### config.mk
export PLATFORM = sky130hd
export DESIGN_NAME = ptw_walker
export DESIGN_NICKNAME = d
export VERILOG_FILES = /design/src/rtl/ptw_walker.sv
export SDC_FILE = /design/constraint.sdc
export NUM_CORES = 1
export LEC_CHECK = 0
export CAP_MARGIN = 20
export CORE_ASPECT_RATIO = 0.7
export CORE_MARGIN = 3
export CORE_UTILIZATION = 50
export DETAILED_ROUTE_END_ITERATION = 10
export GPL_ROUTABILITY_DRIVEN = 0
export PLACE_DENSITY = 0.83
export RECOVER_POWER = 25
export SLEW_MARGIN = 10
export SYNTH_ARGS = -nofsm -noshare
export SYNTH_HDL_FRONTEND = slang
export SYNTH_SLANG_ARGS = --single-unit
### constraint.sdc
create_clock -name clk -period 3.1 [get_ports clk]
set_input_delay 0.465 -clock clk [delete_from_list [all_inputs] [get_ports clk]]
set_output_delay 0.465 -clock clk [all_outputs]
set_load 0.02 [all_outputs]
### src/rtl/ptw_walker.sv
module ptw_walker #(
  parameter int PA_W   = 40,
  parameter int TLB_N  = 4,
  parameter int LEVELS = 4,
  parameter int IDX_W  = 9,
  parameter int PG_W   = 12,
  localparam int VA_W  = PG_W + LEVELS * IDX_W,
  localparam int PPN_W = PA_W - PG_W
) (
  input  logic             clk,
  input  logic             rst_n,
  input  logic             req_valid,
  output logic             req_ready,
  input  logic [VA_W-1:0]  req_vaddr,
  input  logic [PPN_W-1:0] root_ppn,
  output logic             mem_rd_valid,
  output logic [PA_W-1:0]  mem_rd_addr,
  input  logic             mem_rd_ack,
  input  logic [63:0]      mem_rd_data,
  output logic             rsp_valid,
  output logic             rsp_fault,
  output logic [PA_W-1:0]  rsp_paddr
);
  localparam int VPN_W  = LEVELS * IDX_W;
  localparam int LV_W   = (LEVELS > 1) ? $clog2(LEVELS) : 1;
  localparam int TI_W   = (TLB_N > 1) ? $clog2(TLB_N) : 1;
  localparam int ENT_SH = 3;

  logic             walking;
  logic [LV_W-1:0]  lvl;
  logic [VA_W-1:0]  va_q;
  logic [PPN_W-1:0] base_q;

  logic [TLB_N-1:0] t_val;
  logic [VPN_W-1:0] t_vpn [TLB_N];
  logic [PPN_W-1:0] t_ppn [TLB_N];
  logic [TI_W-1:0]  fill_ptr;

  logic [TLB_N-1:0] hit_vec;
  logic [PPN_W-1:0] hit_ppn;
  logic [IDX_W-1:0] lvl_idx [LEVELS];

  wire [VPN_W-1:0] req_vpn = req_vaddr[VA_W-1:PG_W];
  wire             accept  = req_valid && req_ready;
  wire             tlb_hit = |hit_vec;

  wire             pte_present = mem_rd_data[0];
  wire [PPN_W-1:0] pte_ppn     = mem_rd_data[PG_W +: PPN_W];
  wire             last_lvl    = (lvl == LV_W'(LEVELS - 1));
  wire             install     = walking && mem_rd_ack && pte_present && last_lvl;
  wire             unused_pte  = ^{mem_rd_data[63:PA_W], mem_rd_data[PG_W-1:1]};

  genvar g;
  generate
    for (g = 0; g < TLB_N; g++) begin : g_cmp
      assign hit_vec[g] = t_val[g] && (t_vpn[g] == req_vpn);
    end
    for (g = 0; g < LEVELS; g++) begin : g_idx
      assign lvl_idx[g] = va_q[PG_W + (LEVELS - 1 - g) * IDX_W +: IDX_W];
    end
  endgenerate

  always_comb begin
    hit_ppn = '0;
    for (int i = 0; i < TLB_N; i++)
      if (hit_vec[i]) hit_ppn = hit_ppn | t_ppn[i];
  end

  assign req_ready    = !walking;
  assign mem_rd_valid = walking;
  assign mem_rd_addr  = {base_q, {PG_W{1'b0}}} | PA_W'({lvl_idx[lvl], {ENT_SH{1'b0}}});

  always_ff @(posedge clk or negedge rst_n) begin
    if (!rst_n) begin
      walking   <= 1'b0;
      lvl       <= '0;
      va_q      <= '0;
      base_q    <= '0;
      rsp_valid <= 1'b0;
      rsp_fault <= 1'b0;
      rsp_paddr <= '0;
      t_val     <= '0;
      fill_ptr  <= '0;
    end else begin
      rsp_valid <= 1'b0;
      if (accept) begin
        va_q   <= req_vaddr;
        lvl    <= '0;
        base_q <= root_ppn;
        if (tlb_hit) begin
          rsp_valid <= 1'b1;
          rsp_fault <= 1'b0;
          rsp_paddr <= {hit_ppn, req_vaddr[PG_W-1:0]};
        end else begin
          walking <= 1'b1;
        end
      end else if (walking && mem_rd_ack) begin
        if (!pte_present) begin
          walking   <= 1'b0;
          rsp_valid <= 1'b1;
          rsp_fault <= 1'b1;
          rsp_paddr <= '0;
        end else if (last_lvl) begin
          walking         <= 1'b0;
          rsp_valid       <= 1'b1;
          rsp_fault       <= 1'b0;
          rsp_paddr       <= {pte_ppn, va_q[PG_W-1:0]};
          t_val[fill_ptr] <= 1'b1;
          fill_ptr        <= (fill_ptr == TI_W'(TLB_N - 1)) ? '0 : fill_ptr + TI_W'(1);
        end else begin
          base_q <= pte_ppn;
          lvl    <= lvl + LV_W'(1);
        end
      end
    end
  end

  always_ff @(posedge clk) begin
    if (install) begin
      t_vpn[fill_ptr] <= va_q[VA_W-1:PG_W];
      t_ppn[fill_ptr] <= pte_ppn;
    end
  end
endmodule

==> impl_metrics.csv <==
group,metric,value,unit
floorplan,die_w,218,um
grt,grt_pass1_wl,64100,um
sta,slew_headroom,0.573,
critical_path,crit_fanout,9,
critical_path,r2r-start,"t_vpn[2][1]$_DFFE_PP_",
cells_and_area,stdcell_area,0.0198,sq mm
sta,holdWs,0.466,ns
sta,tightest_slew,0.640,ns
min_path,hold_end,"t_val[0]$_DFFE_PN0P_",
critical_path,required,2.63,ns
place,place.port_buffers,189,
route,final_antenna_net_count,0,
power,vdd_drop_max,0.437,mV
floorplan,rows,53,
grt,antenna_found_initial,3,
yosys,synth_area,0.0158,sq mm
route,vias_per_cell,5.59,
cells_and_area,fillCellCount,2180,
yosys,yosysSeqAreaShare,0.689,
cells_and_area,synthToLayoutAreaGrowth,25.6,%
clock_network,cts.sinks,383,
critical_path,cp.arrival,2.39,ns
yosys,synth-async-reset-ratio,0.332,
floorplan,ioPinCount,228,
critical_path,cp-start-kind,"flip-flop",
route,drt-total-wl,42300,um
sta,timing.fmax,350,MHz
power,leakage,7.55,nW
clock_network,cts_tree,"done",
floorplan,coreArea,0.0306,sq mm
sta,setup_viol,0,
route,wire_per_inst,21.9,um
yosys,ys.flop_type,"edfxtp_1",
route,via_count,10800,
min_path,min_delay_path_depth,1,
sta,rsz0062_at_grt,"no",
sta,post-route-period-util,0.921,
clock_network,clock_path_buffers,3,
clock_network,cts_resized,0,
clock_network,clk_latency,0.52,ns
clock_network,clkSlewWorstSetupHoldPaths,0.06,ns
critical_path,critPathKind,"reg -> out",
place,place_area,0.0186,sq mm
clock_network,htree_levels,2,
min_path,min_from,"t_val[0]$_DFFE_PN0P_",
critical_path,r2r-end,"rsp_paddr[36]$_DFFE_PN0P_",
yosys,synthDistinctLibCells,38,
sta,period_needed,2.86,ns
yosys,ys_ff_latch,383,
floorplan,start_util,0.516,
outcome,status,"finished, final reports clean",
run,max_cap_viol_count,0,
yosys,yosysMostFrequentCell,"edfxtp_1",
critical_path,worst-r2r-cell-count,11,
yosys,yosys.area.top_type_share,0.487,
place,dp_hpwl,27900,um
route,drcViolationCount,0,
floorplan,die_h,155,um
route,drt-pass1-iter-count,5,
yosys,synth_edf_count,256,
sta,skew,0.0176,ns
grt,grt.overflow.total,0,
critical_path,reg2reg_slack,0.42,ns
yosys,avgSynthCellArea,12.5,sq um
yosys,synth_warnings,0,
yosys,yosysTopAreaCell,"edfxtp_1",
yosys,synth_area_leaders,"edfxtp_1, dfrtp_1, xnor2_1, nand2_1, inv_1",
power,powerDensity,792,mW/mm^2
cells_and_area,fin_nets,1636,
floorplan,dieArea,0.0337,sq mm
clock_network,cts_made_buffers,37,
yosys,synth_cells,1259,
grt,grt_pass1_vias,10900,
route,drtIter0Drc,1031,
cells_and_area,drive_gt1_frac,0.111,
clock_network,cts_root_buf,"clkbuf_16",
critical_path,worstSetupEndpointType,"output pin",
grt,grt_max_degree,86,
min_path,hold_class,"reg -> reg",
sta,hold_viol,0,
grt,grtUsageTotal,0.250,
sta,drv_slew,0,
yosys,synth.top_cells.by_count,"edfxtp_1, nand2_1, xnor2_1",
==> where the power goes <==
part,switching [mW],internal [mW],total (mW)
combinational,2.20,1.86,4.06
clock,1.84,2.52,4.35
sequential,0.757,6.53,7.28
==> cell usage in the layout, fill, tap and decap left out, drive strengths merged, types with 2 or more instances in the layout <==
cell / n
clkdlybuf4s50: 167
nand4: 30
xor2: 10
o22ai: 52
conb: 3
nor4: 12
buf: 88
a21oi: 8
o21ai: 23
mux4: 9
or2: 6
and3: 2
nand2: 226
dfrtp: 127
inv: 96
dlygate4sd3: 22
nand3: 23
clkinv: 7
xnor2: 128
and2: 4
clkbuf: 56
a22oi: 20
ha: 5
nor3b: 4
a31o: 4
nor2b: 3
edfxtp: 256
nor3: 36
nand2b: 2
a41oi: 15
a31oi: 28
nor2: 37
==> worst max-delay path: stages, from the launching register on <==
cell             delay (ns)
dfrtp_1                0.39
buf_4                  0.30
mux4_2                 0.60
clkdlybuf4s50_1        0.58
==> layout make-up <==
type | count | area, sq um | share of cell area
Multi-Input combinational cell | 693 | 4230 | 0.213
Timing Repair Buffer | 277 | 2680 | 0.135
Inverter | 95 | 357 | 0.0180
Antenna cell | 1 | 2.50 | 0.000126
Clock buffer | 56 | 1090 | 0.0550
Clock inverter | 10 | 82.6 | 0.00417
Sequential cell | 383 | 10900 | 0.548
Tap cell | 412 | 515 | 0.0260
==> layer usage <==
metal	vias to the layer above	routed length, um	track usage
met5	-	13	0
met4	2	689	0.0534
met3	70	4250	0.0679
met2	500	19200	0.384
met1	5343	18100	0.361
li1	4849	-	-
==> per-stage QoR <==
stage	worst slack (ns)	util	total power, mW	setup TNS, ns	instances
after floorplan	0.0749	-	9.22	0	1261
after global placement	-0.0574	0.610	11.2	-0.709	1859
after detailed placement	-0.160	0.610	11.4	-3.31	1859
after CTS	0.224	0.648	15.8	0	1926
after global routing	0.128	0.648	16.4	0	1927
final	0.244	0.648	15.7	0	1927
==> sequential cells by signal, summed over array words and instances (netlist names), 2 cells and up <==
signal,flops
t_ppn,112
lvl,2
t_vpn,144
fill_ptr,2
rsp_paddr,40
va_q,48
base_q,28
t_val,4
==> worst max-delay path by stage <==
stage                                            to  cells after the start  slack, ns               start
after detailed placement  rsp_paddr[36]$_DFFE_PN0P_                     12      -0.16       req_vaddr[39]
after CTS                            mem_rd_addr[8]                      3       0.22  lvl[0]$_DFFE_PN0P_
after global placement    rsp_paddr[20]$_DFFE_PN0P_                     10      -0.06       req_vaddr[24]
final                                mem_rd_addr[8]                      3       0.24  lvl[0]$_DFFE_PN0P_
after global routing                 mem_rd_addr[8]                      3       0.13  lvl[0]$_DFFE_PN0P_
after floorplan               t_ppn[2][0]$_DFFE_PP_                      4       0.07      mem_rd_data[0]
==> timing repair <==
action / 4_1_cts / 5_1_grt
setup buffers: 0 / 0
endpoints found under the hold margin: 62 / 0
hold buffers: 1 / 0
==> logic make-up (layout without fill, tap and decap cells) <==
family,after synthesis,count (layout),share of synthesized area
buf+inv,185,438,0.0470
mux,9,9,0.0128
other cells,1,4,0.000238
compound gates,153,153,0.0639
simple gates,385,385,0.107
flops,383,383,0.689
fa+ha+maj,5,5,0.00397
xor+xnor,138,138,0.0766
No activity file was read; power rests on OpenSTA's default activity.
